[src/rtl/prbs_lane_pkg.sv]
// Package: shared constants and polynomial lookup for the PRBS lane source.
// Assumes at most four exponents per polynomial and a longest register of 31 bits.
package prbs_lane_pkg;

    localparam int MAX_L  = 31;
    localparam int WORD_W = 4;
    localparam int POLY_W = 4;

    typedef logic [MAX_L-1:0] lfsr_t;

    // Feedback mask: bit (e-1) is set for each exponent e; unknown codes fall back to code 0.
    function automatic lfsr_t tap_mask(input logic [POLY_W-1:0] code);
        lfsr_t m;
        m = '0;
        case (code)
            4'd1: begin m[4]  = 1'b1; m[8]  = 1'b1; end
            4'd2: begin m[6]  = 1'b1; m[9]  = 1'b1; end
            4'd3: begin m[8]  = 1'b1; m[10] = 1'b1; end
            4'd4: begin m[0] = 1'b1; m[1] = 1'b1; m[11] = 1'b1; m[12] = 1'b1; end
            4'd5: begin m[13] = 1'b1; m[14] = 1'b1; end
            4'd6: begin m[2]  = 1'b1; m[19] = 1'b1; end
            4'd7: begin m[17] = 1'b1; m[22] = 1'b1; end
            4'd8: begin m[27] = 1'b1; m[30] = 1'b1; end
            default: begin m[5] = 1'b1; m[6] = 1'b1; end
        endcase
        return m;
    endfunction

    // Register length for a code, as a mask of the live state bits.
    function automatic lfsr_t len_mask(input logic [POLY_W-1:0] code);
        int l;
        case (code)
            4'd1: l = 9;
            4'd2: l = 10;
            4'd3: l = 11;
            4'd4: l = 13;
            4'd5: l = 15;
            4'd6: l = 20;
            4'd7: l = 23;
            4'd8: l = 31;
            default: l = 7;
        endcase
        return lfsr_t'((64'd1 << l) - 64'd1);
    endfunction

endpackage

[src/rtl/prbs_step_unit.sv]
// Combinational look-ahead: computes the next WORD_W sequence bits and the states
// reached after each step. Assumes state[0] holds the newest sequence bit.
module prbs_step_unit
    import prbs_lane_pkg::*;
(
    input  lfsr_t              state_i,
    input  lfsr_t              taps_i,
    output logic [WORD_W-1:0]  bits_o,
    output lfsr_t              st1_o,
    output lfsr_t              st2_o,
    output lfsr_t              st4_o
);

    lfsr_t chain [WORD_W+1];

    assign chain[0] = state_i;

    // One feedback step per stage; the new bit enters at the low end.
    for (genvar i = 0; i < WORD_W; i++) begin : g_step
        assign bits_o[i]  = ^(chain[i] & taps_i);
        assign chain[i+1] = {chain[i][MAX_L-2:0], bits_o[i]};
    end

    assign st1_o = chain[1];
    assign st2_o = chain[2];
    assign st4_o = chain[WORD_W];

endmodule

[src/rtl/prbs_err_mask.sv]
// Error-insertion counter: marks which bits of the current word are flipped so that
// the M-th, 2M-th ... output bits after a restart are inverted. Assumes the period
// only changes in the same cycle as clear_i.
module prbs_err_mask #(
    parameter int ERR_W  = 16,
    parameter int WORD_W = 4
) (
    input  logic              clk,
    input  logic              rst_n,
    input  logic              clear_i,
    input  logic              advance_i,
    input  logic [ERR_W-1:0]  period_i,
    output logic [WORD_W-1:0] flip_o
);

    logic [ERR_W-1:0] cnt_q;
    logic [ERR_W-1:0] cnt_d;

    // Walk the word bit by bit, flagging the bit that closes each period.
    always_comb begin
        logic [ERR_W-1:0] c;
        c = cnt_q;
        for (int j = 0; j < WORD_W; j++) begin
            flip_o[j] = (period_i != '0) && (c == period_i - ERR_W'(1));
            c = flip_o[j] ? '0 : c + ERR_W'(1);
        end
        cnt_d = (period_i == '0) ? '0 : c;
    end

    // Hold the position within the period across words.
    always_ff @(posedge clk) begin
        if (!rst_n || clear_i) begin
            cnt_q <= '0;
        end else if (advance_i) begin
            cnt_q <= cnt_d;
        end
    end

    p_cnt_in_range_r8: assert property (@(posedge clk) disable iff (!rst_n)
        (period_i != '0) |-> (cnt_q < period_i));

    p_single_flip_r8: assert property (@(posedge clk) disable iff (!rst_n)
        (period_i >= ERR_W'(WORD_W)) |-> ($countones(flip_o) <= 1));

endmodule

[src/rtl/prbs_lane_gen.sv]
// PRBS lane source: captures configuration on a strobe, seeds all ones, skips the
// requested phase one bit per clock with the output invalid, then emits one 4-bit
// word per clock with bit repeat, inversion and periodic error insertion.
// Assumes cfg_* inputs are only meaningful in the strobe cycle.
module prbs_lane_gen
    import prbs_lane_pkg::*;
#(
    parameter int OFS_W = 31,
    parameter int ERR_W = 16
) (
    input  logic                 clk,
    input  logic                 rst_n,
    input  logic                 cfg_load,
    input  logic [POLY_W-1:0]    cfg_poly,
    input  logic                 cfg_invert,
    input  logic [OFS_W-1:0]     cfg_offset,
    input  logic [1:0]           cfg_rate,
    input  logic [ERR_W-1:0]     cfg_err_period,
    output logic [WORD_W-1:0]    out_word,
    output logic                 out_valid
);

    localparam lfsr_t SEED = '1;

    logic [POLY_W-1:0] poly_q;
    logic              inv_q;
    logic [1:0]        rate_q;
    logic [ERR_W-1:0]  period_q;
    logic [OFS_W-1:0]  skip_q;
    lfsr_t             state_q;
    lfsr_t             taps;
    lfsr_t             st1, st2, st4;
    logic [WORD_W-1:0] nbits;
    logic [WORD_W-1:0] raw_word;
    logic [WORD_W-1:0] flip;
    lfsr_t             adv_state;
    logic              emit;

    assign taps = tap_mask(poly_q);
    assign emit = (skip_q == '0) && !cfg_load;

    prbs_step_unit u_step (
        .state_i (state_q),
        .taps_i  (taps),
        .bits_o  (nbits),
        .st1_o   (st1),
        .st2_o   (st2),
        .st4_o   (st4)
    );

    prbs_err_mask #(.ERR_W(ERR_W), .WORD_W(WORD_W)) u_err (
        .clk       (clk),
        .rst_n     (rst_n),
        .clear_i   (cfg_load),
        .advance_i (emit),
        .period_i  (period_q),
        .flip_o    (flip)
    );

    // Spread fresh sequence bits over the word according to the repeat factor.
    always_comb begin
        case (rate_q)
            2'd0:    begin raw_word = nbits;                                  adv_state = st4; end
            2'd1:    begin raw_word = {nbits[1], nbits[1], nbits[0], nbits[0]}; adv_state = st2; end
            default: begin raw_word = {WORD_W{nbits[0]}};                     adv_state = st1; end
        endcase
    end

    // Capture configuration on the strobe; out-of-range polynomial codes become code 0.
    always_ff @(posedge clk) begin
        if (!rst_n) begin
            poly_q   <= '0;
            inv_q    <= 1'b0;
            rate_q   <= 2'd0;
            period_q <= '0;
        end else if (cfg_load) begin
            poly_q   <= (cfg_poly > POLY_W'(8)) ? '0 : cfg_poly;
            inv_q    <= cfg_invert;
            rate_q   <= cfg_rate;
            period_q <= cfg_err_period;
        end
    end

    // Seed, skip phase one bit per clock, then produce one word per clock.
    always_ff @(posedge clk) begin
        if (!rst_n) begin
            state_q   <= SEED;
            skip_q    <= '0;
            out_word  <= '0;
            out_valid <= 1'b0;
        end else if (cfg_load) begin
            state_q   <= SEED;
            skip_q    <= cfg_offset;
            out_valid <= 1'b0;
        end else if (skip_q != '0) begin
            state_q   <= st1;
            skip_q    <= skip_q - OFS_W'(1);
            out_valid <= 1'b0;
        end else begin
            state_q   <= adv_state;
            out_word  <= raw_word ^ {WORD_W{inv_q}} ^ flip;
            out_valid <= 1'b1;
        end
    end

    p_load_blanks_r9: assert property (@(posedge clk) disable iff (!rst_n)
        cfg_load |=> (!out_valid && skip_q == $past(cfg_offset)));

    p_stream_continuous_r4: assert property (@(posedge clk) disable iff (!rst_n)
        (out_valid && !cfg_load) |=> out_valid);

    p_no_lockup_r10: assert property (@(posedge clk) disable iff (!rst_n)
        (state_q & len_mask(poly_q)) != '0);

    p_skip_counts_down_r6: assert property (@(posedge clk) disable iff (!rst_n)
        (!cfg_load && skip_q != '0) |=> (skip_q == $past(skip_q) - OFS_W'(1)));

endmodule

[config.mk]
export PLATFORM = sky130hd
export DESIGN_NAME = prbs_lane_gen
export DESIGN_NICKNAME = d
export VERILOG_FILES = /design/src/rtl/prbs_lane_pkg.sv /design/src/rtl/prbs_step_unit.sv /design/src/rtl/prbs_err_mask.sv /design/src/rtl/prbs_lane_gen.sv
export SDC_FILE = /design/constraint.sdc
export NUM_CORES = 1
export LEC_CHECK = 0
export BUFFER_PORTS_ARGS = -buffer_cell sky130_fd_sc_hd__buf_4
export CORE_ASPECT_RATIO = 1.5
export CORE_MARGIN = 4
export CORE_UTILIZATION = 35
export CTS_CLUSTER_SIZE = 40
export DETAILED_ROUTE_END_ITERATION = 8
export SETUP_SLACK_MARGIN = 0.15
export SYNTH_ARGS = -nofsm -noshare
export SYNTH_HDL_FRONTEND = slang
export SYNTH_SLANG_ARGS = --single-unit
[constraint.sdc]
create_clock -name clk -period 10.2 [get_ports clk]
set_clock_uncertainty 0.1 [all_clocks]
set_input_delay 0.51 -clock clk [delete_from_list [all_inputs] [get_ports clk]]
set_output_delay 0.51 -clock clk [all_outputs]
set_load 0.05 [all_outputs]
; ---- Word-level counts from Yosys, hierarchy flattened
; Cells that the tools add are included.
; Widths: inputs -> output; s select.
[word_totals]
ff_bits = 106
[op_classes]
n_eq_ne = 13
reduce_logical = 23
mux = 23
bitwise = 9
add_sub_neg = 6
magnitude_cmp = 1
[ops]
columns = operator, n
row1 = $and 31x31->31, 4
row2 = $reduce_xor 31->1, 4
row3 = $mux 31, 3
row4 = $mux 16, 5
row5 = $add 16x1->16 const B, 4
row6 = $eq 16x16->1, 4
row7 = $pmux 31 s2, 1
row8 = $logic_not 31->1, 1
row9 = $reduce_bool 31->1, 1
row10 = $sub 31x1->31 const B, 1
row11 = $eq 4x3->1 const B, 4
row12 = $logic_not 16->1, 1
row13 = $reduce_bool 16->1, 1
row14 = $sub 16x1->16 const B, 1
row15 = $mux 1, 10
row16 = $eq 4x2->1 const B, 2
row17 = $pmux 4 s2, 1
row18 = $reduce_or 8->1, 1
row19 = $xor 4x4->4, 2
row20 = $reduce_or 7->1, 1
row21 = $logic_and 1x1->1, 5
row22 = $eq 4x1->1 const B, 1
row23 = $eq 4x4->1 const B, 1
row24 = $gt 4x4->1 const B, 1
row25 = 10 further kinds, 15

; ---- Depth between registers and ports, before layout
[depth]
word_depth = 14
mapped_depth = 30
depth_no_buf = 27

; ---- Modules after synthesis
; From an unflattened synthesis, not the netlist that was laid out.
[hier_totals]
hier_cells = 1418
area_unflattened_um2 = 10911.7
[modules_own_cells]
columns = module, area_each_um2, cells_per_inst, n_inst
row1 = prbs_lane_gen, 4479.3, 509, 1
row2 = prbs_err_mask, 4101.4, 578, 1
row3 = prbs_step_unit, 2331.0, 331, 1

; ---- Least setup slack after synthesis
; No wires, ideal clock.
[synth_path]
path_kind = register to register
from = register period_q[0]
to = register u_err.cnt_q[12]
required_ps = 9983
arrival_time_ps = 6588
path_stages_with_launch = 29
slack_ps = 3395
cell_sequence = dfxtp_1 clkbuf_1 inv_1 ha_1 nor3b_1 nand4b_1 xor2_1 xnor2_1 or4_1 nor2_1 nor2_1 ha_1 clkbuf_1 and4_1 o32ai_1 nor3_1 xnor2_1 mux2_2 o211ai_1 a221o_1 a211oi_2 o211ai_1 clkbuf_1 and2_1 ha_1 nand2_1 nor3_1 xnor2_1 a32o_1
[synth_between]
elab_chain_cells = 14
[synth_rtl]
columns = element, line
row1 = "start, declared", prbs_lane_gen.sv:28  ; logic [ERR_W-1:0] period_q;
row2 = "start signal, assigned", prbs_lane_gen.sv:80  ; period_q <= cfg_err_period;
row3 = branches (longest 13 deep; another with $sub 16x1->16), -
row4 = $mux 16 *, prbs_err_mask.sv:27  ; cnt_d = (period_i == '0) ? '0 : c;
row5 = "end signal, assigned", prbs_err_mask.sv:35  ; cnt_q <= cnt_d;
row6 = "end, declared", prbs_err_mask.sv:16  ; logic [ERR_W-1:0] cnt_q;
; Every way passes the cells marked *.
; A chain may end at the register's enable or synchronous reset.

; ---- Final worst setup path
[layout_path]
from = register period_q[0]
to = register u_err.cnt_q[6]
; The elaborated chain is that of the path after synthesis.

==> qor.txt <==
Rows - 72
Die H - 208 µm
worst setup margin - 1.43 ns
max cap viols - 0
Reg2Reg Depth - 24
largest net degree at the start of global routing - 79
crit path time final - 8.77 ns
P per Cell Area - 113 nW/µm²
RD Place Congestion - 1.01
port bufs - 61
Vias/cell - 5.94
HP Class - in -> reg
wire per inst - 20.9 µm
post-synthesis cell area - 9320 µm²
cell count of the worst hold path - 3
crit path buf inv count - 2
Post-synth EDFFs - 0
Synth Net Count - 1254
area growth from synthesis to layout - 9.90%
Initial DRT Pass Iterations - 5
critical path fanouts, max - 16
final hold vios - 0
Placed Cells - 1510
Final Non-Filler Cells - 1524
Worst EP arrival - 8.91 ns
Initial Utilization - 35.8%
most frequent cells in the layout - 115 x nand2_1, 105 x dfxtp_1, 90 x xnor2_1
synth unique cells - 88
first-pass GRT wire length - 49900 µm
TritonCTS clock tree - yes
Worst path top cell family by delay - simple AND/OR/NAND/NOR gates
layout cell share with drive strength beyond 1 - 10.5%
crit-path cells - inv_1, ha_1, nor3b_1, nand4_1, xor2_1, and2_1, nor4_2, nand2_1, and2_1, ha_1, inv_1, a2111oi_1, o32ai_1, nor3_1, xnor2_1, nor4b_1, xnor2_1, a21oi_1, a311oi_1, o2111ai_1, nor4b_2, nand4b_1, and4_1, a32o_1
clock latency on the worst-skew pair - 0.35 ns
max frequency - 114 MHz
Async SR Flop Fraction - 0%
FILL cells - 2648
DRT antenna net count - 0
Worst setup SP type - flip-flop
WP depth - 24
fin crit share - 86.0%
diodes inserted - 0
P_leak - 3.80 nW
DIE AREA - 29300 µm²
DRC - 0
element type at the critical path end - flip-flop
Syn Area/Cell - 7.82 µm²
Clock Sinks - 106
Root Buffer - clkbuf_16
Synth Flop Type - dfxtp_1
CTS resizes - 0
Pwr Total - 1.15 mW
CTS Buffer Depth - 2
RSZ-0062 raised after global routing - false
Vias - 9049
nets - 1251
GR Overflow Total - 0
Setup Total Neg Slack - 0 ns
status - finished clean
commonest non-fill, non-tap cell in the layout - nand2_1
Worst R2R Setup Slack - 1.43 ns
post-route cell area - 10200 µm²
synthesis warning total - 0
# hold bufs at CTS - 0
fin. max-slew vios - 0
Setup WS pre-CTS - 1.71 ns
dpl cell area - 9920 µm²
slew margin rel. - 23.1%
Clock Pin Slew Worst Setup and Hold Paths - 0.07 ns
Die Wd - 141 µm
Num CTS Buffers - 9
Synth Instances - 1191
critical path required time - 10.34 ns
CTS H-tree lvls - 3
setup bufs post-CTS - 0
global-route usage over all layers - 21.1%
DP HPWL - 24200 µm
Core ar. - 26000 µm²
sequential share of the synthesized area - 22.8%
Starting DRT DRC Count - 535
# setup viols final - 0
number of global-route vias before repair - 8962
VDD IR-drop max - 0.0919 mV
antenna violations before repair - 1
slowest cell delay on critical path - 0.83 ns
Setup CP Type - reg -> reg
Worst Tran Pin Value - 1.15 ns
slowest CP cell - a2111oi_1
Routed WL - 31800 µm
Yosys reg bits - 106
IO Pins - 62
==> layer usage <==
layer / global-route usage [%] / routed length [µm] / part of all wire, % / vias to the layer above
met1: 22.2 / 11700 / 37 / 4277
met2: 37.9 / 16300 / 51 / 279
met3: 3.39 / 1620 / 5.1 / 112
met5: 0 / 0 / 0 / -
met4: 13.9 / 2200 / 6.9 / 0
li1: - / - / - / 4381
==> cell usage after synthesis (13+ instances only) <==
| cell type | n | area [µm²] |
|---|---|---|
| o211ai_1 | 36 | 270 |
| nand2b_1 | 17 | 106 |
| nor2_1 | 72 | 270 |
| nand2_1 | 115 | 432 |
| nor3_1 | 45 | 225 |
| nand4_1 | 21 | 131 |
| nand3_1 | 31 | 155 |
| a32o_1 | 13 | 130 |
| o21ai_0 | 37 | 185 |
| mux2i_1 | 53 | 531 |
| and2_1 | 27 | 169 |
| xnor2_1 | 90 | 788 |
| inv_1 | 15 | 56.3 |
| a22oi_1 | 15 | 113 |
| dfxtp_1 | 106 | 2120 |
| xor2_1 | 58 | 508 |
| nor2b_1 | 52 | 325 |
| nor4_1 | 26 | 163 |
| a21oi_1 | 45 | 225 |
| clkbuf_1 | 66 | 248 |
==> path summary, 6_finish.rpt <==
check / startpoint / to
worst max-delay path: period_q[0] / u_err.cnt_q[6]
worst min-delay path: cfg_offset[15] / skip_q[15]
worst max register to register: period_q[0] / u_err.cnt_q[6]
worst min register to register: out_word[2] / out_word[2]
==> power breakdown <==
group / internal (mW) / total, mW / switching, mW
clock: 0.238 / 0.387 / 0.150
sequential: 0.429 / 0.457 / 0.0277
combinational: 0.135 / 0.309 / 0.174
==> per-stage QoR <==
stage	util, %	hold WS [ns]
after global placement	38.1	0.373
after global routing	39.3	0.304
after floorplan	-	0.375
final	39.3	0.294
after CTS	39.3	0.285
after detailed placement	38.1	0.390
==> layout make-up <==
cell class	count	area [µm²]	share of cell area, %
repair buffers	76	571	5.57
clock buffers	11	233	2.27
clock inverters	3	90.1	0.880
inverters	15	56.3	0.550
flip-flops and latches	106	2120	20.7
multi-input cells	980	6750	65.9
well taps	333	417	4.07
==> logic make-up after synthesis <==
kind of cell / Yosys count / synth area share, %
AND/OR/NAND/NOR: 499 / 29.5
adder cells (fa/ha/maj): 6 / 0.806
AO/OA/AOI/OAI: 265 / 20.7
flip-flops: 106 / 22.8
multiplexers: 57 / 6.30
XOR/XNOR: 153 / 15.1
buffers and inverters: 105 / 4.83
==> flip-flops by register name (all words and copies together), names as in the netlist <==
name	flops
skip_q	31
out_word	4
state_q	31
inv_q	1
poly_q	4
out_valid	1
u_err.cnt_q	16
rate_q	2
period_q	16
==> worst min-delay path, stage by stage <==
cell and delay (ns):
buf_4 0.08, a21oi_1 0.05, nor2_1 0.07
Power figures use the tool's default switching activity.
